[src/rtl/dwin_pkg.sv]
package dwin_pkg;
  localparam int REG_W      = 32;
  localparam int ADDR_W     = 36;
  localparam int BLK_SHIFT  = 6;
  localparam int CNT_W      = 9;
  localparam int BASE_LSB   = 11;
  localparam int BASE_W     = REG_W - BASE_LSB;
  localparam int ADDR_GRAN  = ADDR_W - BASE_W;
  localparam int EN_BIT     = 10;
  localparam int RSV_BIT    = 9;
  localparam int SPAN_W     = CNT_W + BLK_SHIFT + 1;
endpackage

[src/rtl/dwin_basereg.sv]
module dwin_basereg
  import dwin_pkg::*;
#(
  parameter int               PA_WIDTH   = 36,
  parameter logic [CNT_W-1:0] CNT_PRESET = 9'd7,
  parameter logic             RSV_PRESET = 1'b1
) (
  input  logic              clk,
  input  logic              rst,
  input  logic              acc_allow,
  input  logic              wr,
  input  logic [REG_W-1:0]  wdata,
  output logic [BASE_W-1:0] base_field,
  output logic              enable,
  output logic [REG_W-1:0]  rdata
);
  localparam int IMPL_BITS = PA_WIDTH - ADDR_GRAN;

  logic [BASE_W-1:0] keep_mask;
  logic [BASE_W-1:0] base_q;
  logic              en_q;
  logic              wr_ok;

  genvar gi;
  generate
    for (gi = 0; gi < BASE_W; gi++) begin : g_mask
      if (gi < IMPL_BITS) begin : g_impl
        assign keep_mask[gi] = 1'b1;
      end else begin : g_unimpl
        assign keep_mask[gi] = 1'b0;
      end
    end
  endgenerate

  assign wr_ok = wr & acc_allow;

  always_ff @(posedge clk) begin
    if (rst) begin
      base_q <= '0;
      en_q   <= 1'b0;
    end else if (wr_ok) begin
      base_q <= wdata[REG_W-1:BASE_LSB] & keep_mask;
      en_q   <= wdata[EN_BIT];
    end
  end

  assign base_field = base_q;
  assign enable     = en_q;

  always_comb begin
    if (acc_allow) rdata = {base_q, en_q, RSV_PRESET, CNT_PRESET};
    else           rdata = '0;
  end

  AST_GATED_WRITE_HOLDS: assert property (@(posedge clk) disable iff (rst)
    (!acc_allow) |=> ($stable(base_q) && $stable(en_q))) else $error("gated write changed state");

  AST_RSV_READBACK: assert property (@(posedge clk) disable iff (rst)
    acc_allow |-> (rdata[RSV_BIT] == RSV_PRESET)) else $error("preset flag altered");

  generate
    if (IMPL_BITS < BASE_W) begin : g_unimpl_chk
      AST_UNIMPL_ZERO: assert property (@(posedge clk) disable iff (rst)
        base_q[BASE_W-1:IMPL_BITS] == '0) else $error("unimplemented base bit set");
    end
  endgenerate
endmodule

[src/rtl/dwin_span.sv]
module dwin_span
  import dwin_pkg::*;
#(
  parameter int CW = CNT_W
) (
  input  logic [CW-1:0]         count,
  output logic [CW+BLK_SHIFT:0] span_bytes
);
  logic [CW:0] nblocks;
  assign nblocks    = {1'b0, count} + 1'b1;
  assign span_bytes = {nblocks, {BLK_SHIFT{1'b0}}};
endmodule

[src/rtl/dwin_match.sv]
module dwin_match
  import dwin_pkg::*;
#(
  parameter logic RSV_PRESET = 1'b1
) (
  input  logic [BASE_W-1:0] base_field,
  input  logic              enable,
  input  logic [SPAN_W-1:0] span_bytes,
  input  logic [ADDR_W-1:0] req_addr,
  output logic              hit,
  output logic [CNT_W-1:0]  idx,
  output logic              ctl
);
  logic [ADDR_W-1:0] base_addr;
  logic [ADDR_W-1:0] offset;
  logic              above;
  logic              below;

  assign base_addr = {base_field, {ADDR_GRAN{1'b0}}};
  assign offset    = req_addr - base_addr;
  assign above     = (req_addr >= base_addr);
  assign below     = (offset < {{(ADDR_W-SPAN_W){1'b0}}, span_bytes});
  assign hit       = enable & above & below;

  always_comb begin
    if (hit) idx = offset[BLK_SHIFT +: CNT_W];
    else     idx = '0;
  end

  assign ctl = hit & RSV_PRESET & (idx == '0);
endmodule

[src/rtl/devwin_decoder.sv]
module devwin_decoder
  import dwin_pkg::*;
#(
  parameter int               PA_WIDTH   = 36,
  parameter logic [CNT_W-1:0] CNT_PRESET = 9'd7,
  parameter logic             RSV_PRESET = 1'b1
) (
  input  logic              clk,
  input  logic              rst,
  input  logic              acc_allow,
  input  logic              reg_wr,
  input  logic [REG_W-1:0]  reg_wdata,
  output logic [REG_W-1:0]  reg_rdata,
  input  logic [ADDR_W-1:0] req_addr,
  output logic              dev_hit,
  output logic [CNT_W-1:0]  blk_idx,
  output logic              ctl_blk
);
  logic [BASE_W-1:0] base_field;
  logic              enable;
  logic [SPAN_W-1:0] span_bytes;

  dwin_basereg #(
    .PA_WIDTH  (PA_WIDTH),
    .CNT_PRESET(CNT_PRESET),
    .RSV_PRESET(RSV_PRESET)
  ) u_reg (
    .clk       (clk),
    .rst       (rst),
    .acc_allow (acc_allow),
    .wr        (reg_wr),
    .wdata     (reg_wdata),
    .base_field(base_field),
    .enable    (enable),
    .rdata     (reg_rdata)
  );

  dwin_span #(.CW(CNT_W)) u_span (
    .count     (CNT_PRESET),
    .span_bytes(span_bytes)
  );

  dwin_match #(.RSV_PRESET(RSV_PRESET)) u_match (
    .base_field(base_field),
    .enable    (enable),
    .span_bytes(span_bytes),
    .req_addr  (req_addr),
    .hit       (dev_hit),
    .idx       (blk_idx),
    .ctl       (ctl_blk)
  );

  AST_OFF_NO_HIT: assert property (@(posedge clk) disable iff (rst)
    (!enable) |-> (!dev_hit && blk_idx == '0 && !ctl_blk)) else $error("hit while disabled");

  AST_IDX_IN_RANGE: assert property (@(posedge clk) disable iff (rst)
    dev_hit |-> (blk_idx <= CNT_PRESET)) else $error("index past window");

  AST_HIT_BASE_MATCH: assert property (@(posedge clk) disable iff (rst)
    dev_hit |-> (req_addr[ADDR_W-1:ADDR_GRAN] == base_field)) else $error("hit outside base");

  AST_CTL_FIRST_BLOCK: assert property (@(posedge clk) disable iff (rst)
    ctl_blk |-> (dev_hit && blk_idx == '0)) else $error("control flag off block 0");

  AST_GATE_READ_ZERO: assert property (@(posedge clk) disable iff (rst)
    (!acc_allow) |-> (reg_rdata == '0)) else $error("gated read nonzero");
endmodule

[config.mk]
export PLATFORM = sky130hd
export DESIGN_NAME = devwin_decoder
export DESIGN_NICKNAME = d
export VERILOG_FILES = /design/src/rtl/dwin_pkg.sv /design/src/rtl/dwin_basereg.sv /design/src/rtl/dwin_span.sv /design/src/rtl/dwin_match.sv /design/src/rtl/devwin_decoder.sv
export SDC_FILE = /design/constraint.sdc
export NUM_CORES = 1
export LEC_CHECK = 0
export BUFFER_PORTS_ARGS = -buffer_cell sky130_fd_sc_hd__buf_4
export CAP_MARGIN = 20
export CORE_UTILIZATION = 25
export CTS_CLUSTER_DIAMETER = 150
export CTS_CLUSTER_SIZE = 40
export DETAILED_ROUTE_END_ITERATION = 12
export PLACE_DENSITY = 0.59
export RECOVER_POWER = 50
export SYNTH_ARGS = -nofsm -noshare
export SYNTH_HDL_FRONTEND = slang
export SYNTH_SLANG_ARGS = --single-unit
[constraint.sdc]
create_clock -name clk -period 4.4 [get_ports clk]
set_input_delay 0.22 -clock clk [delete_from_list [all_inputs] [get_ports clk]]
set_output_delay 0.22 -clock clk [all_outputs]
set_load 0.03 [all_outputs]
# == Word level (Yosys, flattened, before mapping) ==
# Cells that the tools add are included.
# word_totals
ff_bits,22
inputBits,72
out_inout_bits,43
elab_cells,12
# classes
addsub,1
magnitude_cmp,2
mux,2
n_bitwise,4
n_reduce_logical,1
# op_table
op,count
greater-or-equal comparator 36 bit,1
"less-than comparator 36 x 10 -> 1 bit, second input constant",1
subtractor 36 bit,1
two-way mux 32 bit,1
zero test 9 bit,1
two-way mux 9 bit,1
bitwise AND 1 bit,4

# == Longest topological paths before layout ==
# Gate-level depths: netlist of run 1.
# logic_depth
word_depth,6
mapped_depth,11
mapped_depth_nobuf,11

# == Cells and area by module ==
# Synthesis of run 1 repeated with hierarchy kept, for this count alone.
# hier_totals
hier_cells,424
area_unflattened_um2,3238.1
# modules_own_cells
mod,instances,cells_per_inst,area_per_inst_um2,seq_area_each_um2
dwin_match,1,260,1771.7,0.0
dwin_basereg,1,135,1263.7,440.4
dwin_span,1,27,195.2,0.0
devwin_decoder,1,2,7.5,0.0

# == Worst setup path after synthesis of run 1 ==
# OpenSTA, ideal clock, no wires.
# synth_path
path_kind,register -> output
from,"register u_reg.base_q[1], in the netlist u_reg.base_field[1]"
to,output blk_idx[0]
arrival_ns,3.217
required_time_ns,4.180
path_slack_ns,0.963
path_stages_with_launch,11
n_path_buf,0
cell_sequence,dfxtp_1 > inv_1 > ha_1 > nor2b_1 > o2111ai_1 > a211oi_2 > nor3_4 > o21ai_2 > or3_1 > a211o_1 > nor4b_1
# synth_via
elab_chain_cells,4
elab_cells_between_ends,6
classes_between,add/sub (1); order compare (2); mux (1); bitwise (2)
# synth_rtl
item,line_no,source
from (decl),dwin_basereg.sv:20,logic [BASE_W-1:0] base_q;
from (signal assigned),dwin_basereg.sv:42,base_q <= wdata[REG_W-1:BASE_LSB] & keep_mask;
subtractor 36 bit / greater-or-equal comparator 36 bit (equally long branches),"dwin_match.sv:20, dwin_match.sv:21",
less-than comparator 36 x 10 -> 1 bit / bitwise AND 1 bit (equally long branches),"dwin_match.sv:22, dwin_match.sv:23",
bitwise AND 1 bit (*),dwin_match.sv:23,assign hit = enable & above & below;
two-way mux 9 bit (*),dwin_match.sv:26,if (hit) idx = offset[BLK_SHIFT +: CNT_W];
to (decl),devwin_decoder.sv:16,"output logic [CNT_W-1:0] blk_idx,"
# Mark *: on every way between the ends. The rest lies on a longest branch, timed or not.

# == Worst setup path in the final report of run 1 ==
# layout_path
from,"register u_reg.base_q[13], in the netlist u_reg.base_field[13]"
to,output ctl_blk
# layout_via
elab_chain_cells,6
elab_cells_between_ends,8
classes_between,add/sub (1); order compare (2); mux (1); bitwise (3); reduce/logical (1)
# layout_rtl
item,line_no,source
subtractor 36 bit / greater-or-equal comparator 36 bit (equally long branches),"dwin_match.sv:20, dwin_match.sv:21",
less-than comparator 36 x 10 -> 1 bit / bitwise AND 1 bit (equally long branches),"dwin_match.sv:22, dwin_match.sv:23",
bitwise AND 1 bit (*),dwin_match.sv:23,
two-way mux 9 bit,dwin_match.sv:26,
zero test 9 bit,dwin_match.sv:30,assign ctl = hit & RSV_PRESET & (idx == '0);
bitwise AND 1 bit (*),dwin_match.sv:30,
to (decl),devwin_decoder.sv:17,output logic ctl_blk
# Marked as above.

==> results of run 1 <==
==> layout by cell type, fill, tap and decap left out, types with 2 or more instances in the layout <==
cell type | netlist | routed
a211oi_1 | 2 | 2
a21o_1 | 7 | 7
a21oi_1 | 47 | 47
a221oi_1 | 3 | 3
and2_0 | 1 | 20
and2_1 | 22 | 3
and3_1 | 3 | 3
buf_4 | 16 | 86
clkbuf_1 | 8 | 6
clkbuf_8 | 0 | 4
conb_1 | 1 | 12
dfxtp_1 | 22 | 22
ha_1 | 21 | 21
inv_1 | 28 | 28
nand2_1 | 64 | 64
nand2b_1 | 4 | 4
nand3_1 | 7 | 7
nand4_1 | 12 | 12
nor2_1 | 13 | 13
nor2b_1 | 2 | 2
nor3_1 | 5 | 5
nor4_1 | 4 | 4
nor4b_1 | 4 | 4
o2111ai_1 | 2 | 2
o211ai_1 | 2 | 2
o21a_1 | 3 | 3
o21ai_0 | 10 | 10
o21ai_1 | 4 | 4
xnor2_1 | 5 | 5
xor2_1 | 4 | 4
xor2_2 | 2 | 2
==> final cells by class <==
class                           count  area [sq um]
Tap cell                          129           161
Sequential cell                    22           440
Inverter                           28           105
Timing Repair Buffer               93           679
Multi-Input combinational cell    287          1770
Clock buffer                        4          55.1
Fill cell                        1050          6200
==> power by group through the flow <==
stage | sequential (mW) | combinational (mW) | clock, mW
3_5_place_dp | 0.220 | 0.316 | 0
5_1_grt | 0.217 | 0.349 | 0.155
3_3_place_gp | 0.220 | 0.313 | 0
2_1_floorplan | 0.217 | 0.228 | 0
6_report | 0.216 | 0.316 | 0.142
4_1_cts | 0.216 | 0.317 | 0.148
==> cell families (layout without fill, tap and decap cells) <==
family	count (synthesis)	after routing	share of synthesized area, %
AOI/OAI and AO/OA	94	94	23.7
xor gates and xnor gates	11	11	4.51
adders and majority gates	22	22	11.4
buffers and inverters	61	125	12.2
DFF	22	22	17.8
muxes	1	1	0.405
other	1	12	0.152
and+or+nand+nor	147	147	29.8
==> final timing paths <==
| path | start | to | slack (ns) | cells past startpoint |
|---|---|---|---|---|
| max | u_reg.base_field[13]$_SDFFE_PP0P_ | ctl_blk | 0.83 | 11 |
| min reg2reg | u_reg.base_field[4]$_SDFFE_PP0P_ | u_reg.base_field[4]$_SDFFE_PP0P_ | 0.47 | 2 |
| min | reg_wdata[23] | u_reg.base_field[12]$_SDFFE_PP0P_ | 0.20 | 3 |
| max reg2reg | u_reg.base_field[1]$_SDFFE_PP0P_ | u_reg.base_field[1]$_SDFFE_PP0P_ | 3.72 | 2 |
==> critical path, stage by stage (launching register included) <==
cell and delay [ns]:
dfxtp_1 0.36, inv_1 0.06, ha_1 0.37, a21oi_1 0.27, o21a_1 0.22, o21ai_1 0.09
a221oi_1 0.30, nand4_1 0.16, nor4_1 0.36, nand4_1 0.28, nor4b_1 0.41, buf_4 0.22
==> metrics by stage <==
stage | setup slack, ns | instances
2_1_floorplan | 0.963 | 370
3_3_place_gp | 1.22 | 558
3_5_place_dp | 1.21 | 558
4_1_cts | 0.893 | 562
5_1_grt | 0.529 | 563
6_report | 0.825 | 563
==> cells in the mapped netlist (2+ instances only) <==
cell	number	share of area [%]
o21a_1	3	0.91
o211ai_1	2	0.61
xor2_2	2	1.3
and3_1	3	0.76
buf_4	16	4.9
ha_1	21	11
nand3_1	7	1.4
nand4_1	12	3.0
o2111ai_1	2	0.71
inv_1	28	4.3
a21oi_1	47	9.5
o21ai_0	10	2.0
and2_1	22	5.6
o21ai_1	4	0.81
dfxtp_1	22	18
a221oi_1	3	1.1
buf_2	8	1.6
clkbuf_1	8	1.2
nor2_1	13	2.0
nor4b_1	4	1.4
nor4_1	4	1.0
a21o_1	7	2.1
a211oi_1	2	0.61
xor2_1	4	1.4
nand2b_1	4	1.0
nor3_1	5	1.0
nor2b_1	2	0.51
nand2_1	64	9.7
xnor2_1	5	1.8
==> routing by layer <==
metal | vias to the layer above | track usage [%]
met4 | 0 | 2.79
met5 | - | 0
li1 | 1373 | -
met1 | 1211 | 18.9
met2 | 85 | 24.1
met3 | 6 | 1.38
==> sequential cells by signal, indices dropped and copies added, names as in the netlist <==
| register | flops |
|---|---|
| u_reg.base_field | 21 |
| u_reg.enable | 1 |
==> flow_results.org, run 1 <==
** Clocking
- The number of gates resized after CTS was 0.
- CTS built an H-tree with a depth of 1.
- Sinks on Clock Net :: 22
- Buffers added to address setup during post-CTS repair amount to 0.
- Total of hold buffers inserted after clock tree synthesis :: 0
- The clock reaches the later pin of the worst-skew pair after approximately 0.26 ns.
- Clock-pin slew was measured on the worst setup and hold paths at ~0.080 ns.
- Maximum buffer depth of the clock tree :: 2
- Inserted Clock Buffers :: 3
- Clock tree from TritonCTS :: done
- The root buffer cell chosen for the clock tree is clkbuf_8.

** Placement
- Post-DP HPWL :: 5980 microns
- In this run the tool buffered the top-level ports with just over 90 buffer cells.
- Post-Place Cell Area :: 3170 sq um
- At the end of routability-driven placement, the weighted congestion stood at approximately 0.85.

** Synth
- Count of distinct cell types in the synthesized netlist :: 54
- Counting every instance in the synthesized netlist gives 359.
- The mapped netlist covers 2470 sq um.
- For this run, the leading register cell type out of synthesis is dfxtp_1.
- Dividing the synthesized area by the synthesized cell count gives 6.88 sq um.
- The synthesized design contains 22 register bits.
- For this run, the register share of the synthesized area comes to 17.8%.
- Async set-or-reset flop fraction in the synthesized netlist :: 0%
- For this run, the number of Yosys warnings is 0.
- Counting flops with a built-in enable in the synthesized netlist gives 0.

** Critical path
- The worst setup path is launched from a flop.
- Required time reported for the critical path endpoint :: about 4.2 ns
- Kind of end point of the critical path :: output pin
- Of all nets on the critical path, the largest fanout is 7.
- Arrival @ worst endpoint :: 3.35 ns
- Type of the setup path with the least slack :: flop to output pin

** Floorplan
- Vertical die dimension :: 101 microns
- The core region is 9420 sq um.
- The die covers a little over 10000 sq um.
- The floorplan has 35 rows.
- The floorplan step set the die width to 101 microns.
- Starting density of the core :: 26.2%
- For this design the top-level I/O count stands at about 120.

** Power
- The clock network accounts for 21.1% of the total power.
- Net switching is 37.8% of the power.
- Sequential share of power :: 32.0%
- Cell internal pwr :: roughly 0.42 mW
- Power density normalized to cell area :: 210 nW/um^2
- Largest voltage drop on the vdd net :: between 0.1 and 0.15 mV
- Switching pwr :: 0.254 mW
- In this run the static leakage power is 1.35 nW.
- Combinational cells account for 46.9% of the total power.
- After layout, the design draws a total of approximately 0.67 mW.

** STA
- The final count of hold timing violations came to 0.
- For this run, the top clock speed supported by timing is 280 MHz.
- Actual transition at the worst max-transition pin :: 1.00 ns
- Final-report max-slew violation count :: 0
- Headroom to the max-slew limit came out at 33.1%.
- After layout, the minimum clock period comes to 3.57 ns.
- Worst hold slack across all endpoints :: just over 0.2 ns
- Setup repair after global routing left no endpoint under its margin.
- Setup violations remaining at the end of the flow were counted as 0.
- The final critical path takes up 81.2% of the cycle.
- Final TNS setup :: 0 ns
- Worst clock skew on the final layout :: 0 ns

** Detailed routing
- Remaining antenna violation count :: 0
- For this block, the via count after detailed routing is 2675.
- In the detailed route, the total length drawn on met3 is approximately 340 microns.
- The detailed router put a total of 3600 microns of wire on met1.
- The pre-antenna-repair detailed-routing pass consisted of 4 iterations.
- Final routed wire length divided by cell count :: 13.0 microns
- Remaining DRCs :: 0
- The first routing iteration left 108 violations.
- Detailed-routed wire length on met2 :: 3350 microns
- Wires add up to 7350 microns.
- In the routed layout, each cell is associated on average with a via count of roughly 4.8.
- Top layer in use :: met4

** GRT
- Across every metal layer, demand over resource in global routing totals 14.0%.
- Number of antenna violations at the first check in global routing :: 0
- Via count of the first global-routing pass :: 2410
- Overflow left after global routing :: 0
- Entering global routing, the biggest net connects 29 pins.
- The first global-routing pass estimated 11500 microns of wire.

** Layout
- Antenna cells :: 0
- Fraction of layout instances using a drive strength above 1 :: 23.0%
- Area growth from synthesis to final layout :: 30.0%
- Once layout is complete, the utilization of the core stands at between 30 and 40%.
- After routing the design area is 3210 sq um.
- Post-layout nets :: between 500 and 600

** Status
- The run finished with clean final reports.

** Flow run
- Max-cap violations in this run came to 0.

** Hold path
- The tightest min-delay check is of the primary input to flop type.
No activity file was read; power rests on OpenSTA's default activity.
==> run 2: changes to the inputs <==
--- a/config.mk
+++ b/config.mk
@@ -5,13 +5,14 @@
 export SDC_FILE = /design/constraint.sdc
 export NUM_CORES = 1
 export LEC_CHECK = 0
+export ABC_AREA = 1
 export BUFFER_PORTS_ARGS = -buffer_cell sky130_fd_sc_hd__buf_4
 export CAP_MARGIN = 20
 export CORE_UTILIZATION = 25
 export CTS_CLUSTER_DIAMETER = 150
 export CTS_CLUSTER_SIZE = 40
 export DETAILED_ROUTE_END_ITERATION = 12
-export PLACE_DENSITY = 0.59
+export PLACE_DENSITY = 0.6
 export RECOVER_POWER = 50
 export SYNTH_ARGS = -nofsm -noshare
 export SYNTH_HDL_FRONTEND = slang
==> constraint.sdc (replaced) <==
create_clock -name clk -period 3 [get_ports clk]
set_input_delay 0.15 -clock clk [delete_from_list [all_inputs] [get_ports clk]]
set_output_delay 0.15 -clock clk [all_outputs]
set_load 0.03 [all_outputs]
==> flow_results.org, run 2 <==
** Synth
- For this run, the leading register cell type out of synthesis is dfxtp_1.
- In the synthesized netlist, mux cells make up 0% of the area.
- Share of synthesized cell area in full adder, half adder and majority cells :: 10.2%
- Synthesis handed over a netlist of ~500 instances.
- Synthesis inferred 22 register bits.
- By instance count, the leading cell after synthesis is nand2_1.
- Cell types occupying the most area after synthesis :: nand2_1 20%, dfxtp_1 16%, inv_1 14%
- The synthesized netlist devotes around 10% of its cell area to compound gates.
- After synthesis, the largest family of logic cells by area is simple AND/OR/NAND/NOR gates.
- In this run, distinct cell masters in the synthesized netlist total 32.
- For this run, the number of Yosys warnings is 0.
- Top cell types by occurrence after synthesis :: 145 x nand2_1, 100 x inv_1, 57 x nor2_1
- Fraction of the mapped netlist area in simple logic gates :: 42.2%
- Avg Cell Area, Syn :: 5.62 sq um
- Netlist area before placement :: 2780 sq um
- The synthesized netlist devotes 1.26% of its cell area to XOR and XNOR gates.
- The synthesized design contains 0 enable-type register cells.
- Async set-or-reset flop fraction in the synthesized netlist :: 0%
- Share of the yosys chip area belonging to registers :: 15.9%
- Of the post-synthesis cell area, the dominant cell type holds 19.6%.
- Cell taking the most area after synthesis :: nand2_1

** Critical path
- Required time reported for the critical path endpoint :: ~2.9 ns
- Type of the setup path with the least slack :: flop to output pin
- Kind of start point of the critical path :: flop
- In this run the worst path has a maximum fanout of 5.
- For the worst setup path, the data arrival time is 2.65 ns.
- The worst setup path is captured at an output pin.

** Clocking
- Total of hold buffers inserted after clock tree synthesis :: 0
- For the worst-skew pair, the clock arrives at the later sink with an insertion delay of 0.27 ns.
- TritonCTS built the clock tree.
- Clock-pin slew was measured on the worst setup and hold paths at 0.08 ns.
- Number of levels the H-tree was split into :: 1
- In this run the deepest clock path goes through 2 buffers.
- Inserted Clock Buffers :: 3
- Clock tree synthesis selected as its root buffer the cell clkbuf_8.
- Sinks on Clock Net :: 22

** Layout
- The sequential cells in the finished layout cover a total of 442 sq um.
- Fraction of layout instances using a drive strength above 1 :: 22.7%
- Leaving out fill and tap cells, the most frequent cell in the layout is nand2_1.
- The library cells used most frequently in the layout, excluding fill and tap cells, are 145 x nand2_1, 100 x inv_1, 84 x buf_4.
- Area used by multi-input combinational logic :: 1880 sq um
- Area growth from synthesis to final layout :: 30.1%
- Once layout is complete, the cells apart from fillers number 716.
- The number of antenna diodes in the final layout is 0.
- The final layout contains about 670 nets.
- The layout has between 1000 and 1500 filler cells.
- Final cell utilization of the core :: 33.3%
- The register with the most flip-flops in the layout has 21 of them.

** STA
- Setup violations remaining at the end of the flow were counted as 0.
- Top achievable clock speed :: 357 MHz
- Hold Vio Cnt, Final :: 0
- Worst slew slack as a fraction of its limit :: 24.8%
- Hold is met by 0.134 ns.
- Setup repair after global routing could not meet its margin everywhere.
- The worst path uses 93.5% of the clock period.
- The worst path in the final design needs a cycle of 2.80 ns, including I/O delays and setup.
- Setup total negative slack on the finished layout was measured at 0 ns.
- Final-report max-slew violation count :: 0
- Worst clock skew on the final layout :: 0 ns
- At the pin with the least slew margin, the transition time is 1.13 ns.

** Power
- Net switching is 43.2% of the power.
- The share of total power dissipated in the clock network is 16.9%.
- Sequential cells account for just under 30% of the total power.
- Switching pwr :: 0.470 mW
- For this design the static power due to leakage is 2.02 nW.
- Cell internal pwr :: 0.619 mW
- The worst-case IR drop observed on VDD is 0.185 mV.
- Part of the power in combinational logic :: 53.5%
- Power density normalized to cell area :: 301 nW/um^2

** Floorplan
- The total area inside the core boundary comes to 10800 sq um.
- Measured along the x axis, the die boundary spans 107 microns.
- The die covers roughly 12000 sq um.
- Starting density of the core :: ~26%
- Vertical die dimension :: 107 microns
- For this design the top-level I/O count stands at between 100 and 150.
- Floorplan row count :: 38

** Flow run
- Count of max-cap constraint violations :: 0

** Detailed routing
- Remaining DRCs :: 0
- The first detailed-routing pass ran for 4 iterations.
- The first routing iteration left 181 violations.
- The final layout contains routed wiring with a total length of 7690 microns.
- Detailed routing inserted a total of around 3100 vias.
- Via-to-Cell Ratio :: between 4 and 5
- Dividing the detail-routed wire length by the instance count gives 10.7 microns.
- Remaining antenna violation count :: 0

** GRT
- Number of antenna violations at the first check in global routing :: 0
- In the global route stage, overall resource usage came out at 13.6%.
- Maximum number of pins on one net before global-route repair :: 44
- Wire length of the first global-routing pass :: between 10000 and 15000 microns
- The number of global-route vias before repair was 2854.
- Summed over all layers, the global routing overflow is 0.

** Status
- The run finished with clean final reports.

** Placement
- At the end of routability-driven placement, the weighted congestion stood at 0.851.
- The count of buffers added on input and output ports is slightly above 90.
- After legalization and detailed placement, the total HPWL measured 6610 microns.
- The number of placed instances, taps included, is 713.

** Hold path
- The worst hold path belongs to the class primary input to flop.
run 2: cell count changes after synthesis, moves of 6 or more:
| cell | previous run | this run |
|---|---|---|
| a211oi_1 | 2 | 20 |
| a21o_1 | 7 | 0 |
| a21oi_1 | 47 | 18 |
| and2_1 | 22 | 0 |
| buf_2 | 8 | 0 |
| inv_1 | 28 | 100 |
| inv_2 | 0 | 6 |
| nand2_1 | 64 | 145 |
| nand2_2 | 0 | 8 |
| nand3_1 | 7 | 30 |
| nand4_1 | 12 | 5 |
| nor2_1 | 13 | 57 |
| nor2_2 | 0 | 7 |
| o21ai_0 | 10 | 3 |
run 2: what timing repair did:
item                                    4_1_cts  5_1_grt
hold endpoints to repair                      0        0
setup buffers                                 0        0
endpoints found under the setup margin        0        5
gates resized for setup                       0       18
run 2: logic make-up (layout without fill, tap and decap cells):
family	count (synthesis)	after routing
simple gates	269	269
buf+inv	131	202
compound gates	45	45
fa+ha+maj	22	22
flops	22	22
xor+xnor	4	4
other cells	1	12
run 2: critical path, stage by stage, from the launching register on:
cell	delay (ns)
dfxtp_2	0.35
ha_4	0.17
fa_2	0.51
nand2_1	0.06
nor3b_2	0.17
nand3_1	0.09
nor2_1	0.13
nand3_1	0.09
nor2_1	0.12
nand3_1	0.09
nor2_2	0.15
nand4_4	0.15
nor2_2	0.16
buf_6	0.14
run 2: final cells by class:
type | instances | area share, %
inverters | 106 | 11.0
multi-input cells | 352 | 52.1
repair buffers | 93 | 18.6
flip-flops and latches | 22 | 12.2
clock buffers | 3 | 1.14
well taps | 140 | 4.85
run 2: final timing paths:
kind | from | to | slack [ns] | depth (start not counted)
worst max-delay path | u_reg.base_field[0]$_SDFFE_PP0P_ | blk_idx[1] | 0.20 | 13
worst min-delay path | reg_wdata[11] | u_reg.base_field[0]$_SDFFE_PP0P_ | 0.13 | 3
worst max register to register | u_reg.base_field[1]$_SDFFE_PP0P_ | u_reg.base_field[1]$_SDFFE_PP0P_ | 2.23 | 2
worst min register to register | u_reg.base_field[18]$_SDFFE_PP0P_ | u_reg.base_field[18]$_SDFFE_PP0P_ | 0.49 | 2
run 2: metal layers:
metal  up-vias  wire length, microns  share of wire, %  global-route usage [%]
met3         4                   442               5.7                    1.27
met2        88                  3390                44                    23.5
met1      1349                  3780                49                    18.0
met5         -                     0                 0                       0
li1       1666                     -                 -                       -
met4         0                    85               1.1                    3.62
run 2: power groups by stage:
stage | combinational [mW] | sequential [mW] | clock, mW
2_1_floorplan | 0.419 | 0.325 | 0
3_3_place_gp | 0.571 | 0.328 | 0
3_5_place_dp | 0.576 | 0.328 | 0
4_1_cts | 0.578 | 0.321 | 0.192
5_1_grt | 0.662 | 0.325 | 0.200
6_report | 0.583 | 0.322 | 0.184
run 2: per-stage QoR:
step / setup WS (ns) / power, mW / cell area, sq um
final: 0.195 / 1.09 / 3610
after global routing: 0.00495 / 1.19 / 3610
after CTS: 0.117 / 1.09 / 3570
after detailed placement: 0.424 / 0.904 / 3530
after global placement: 0.461 / 0.898 / 3530
after floorplan: 0.604 / 0.745 / 2820
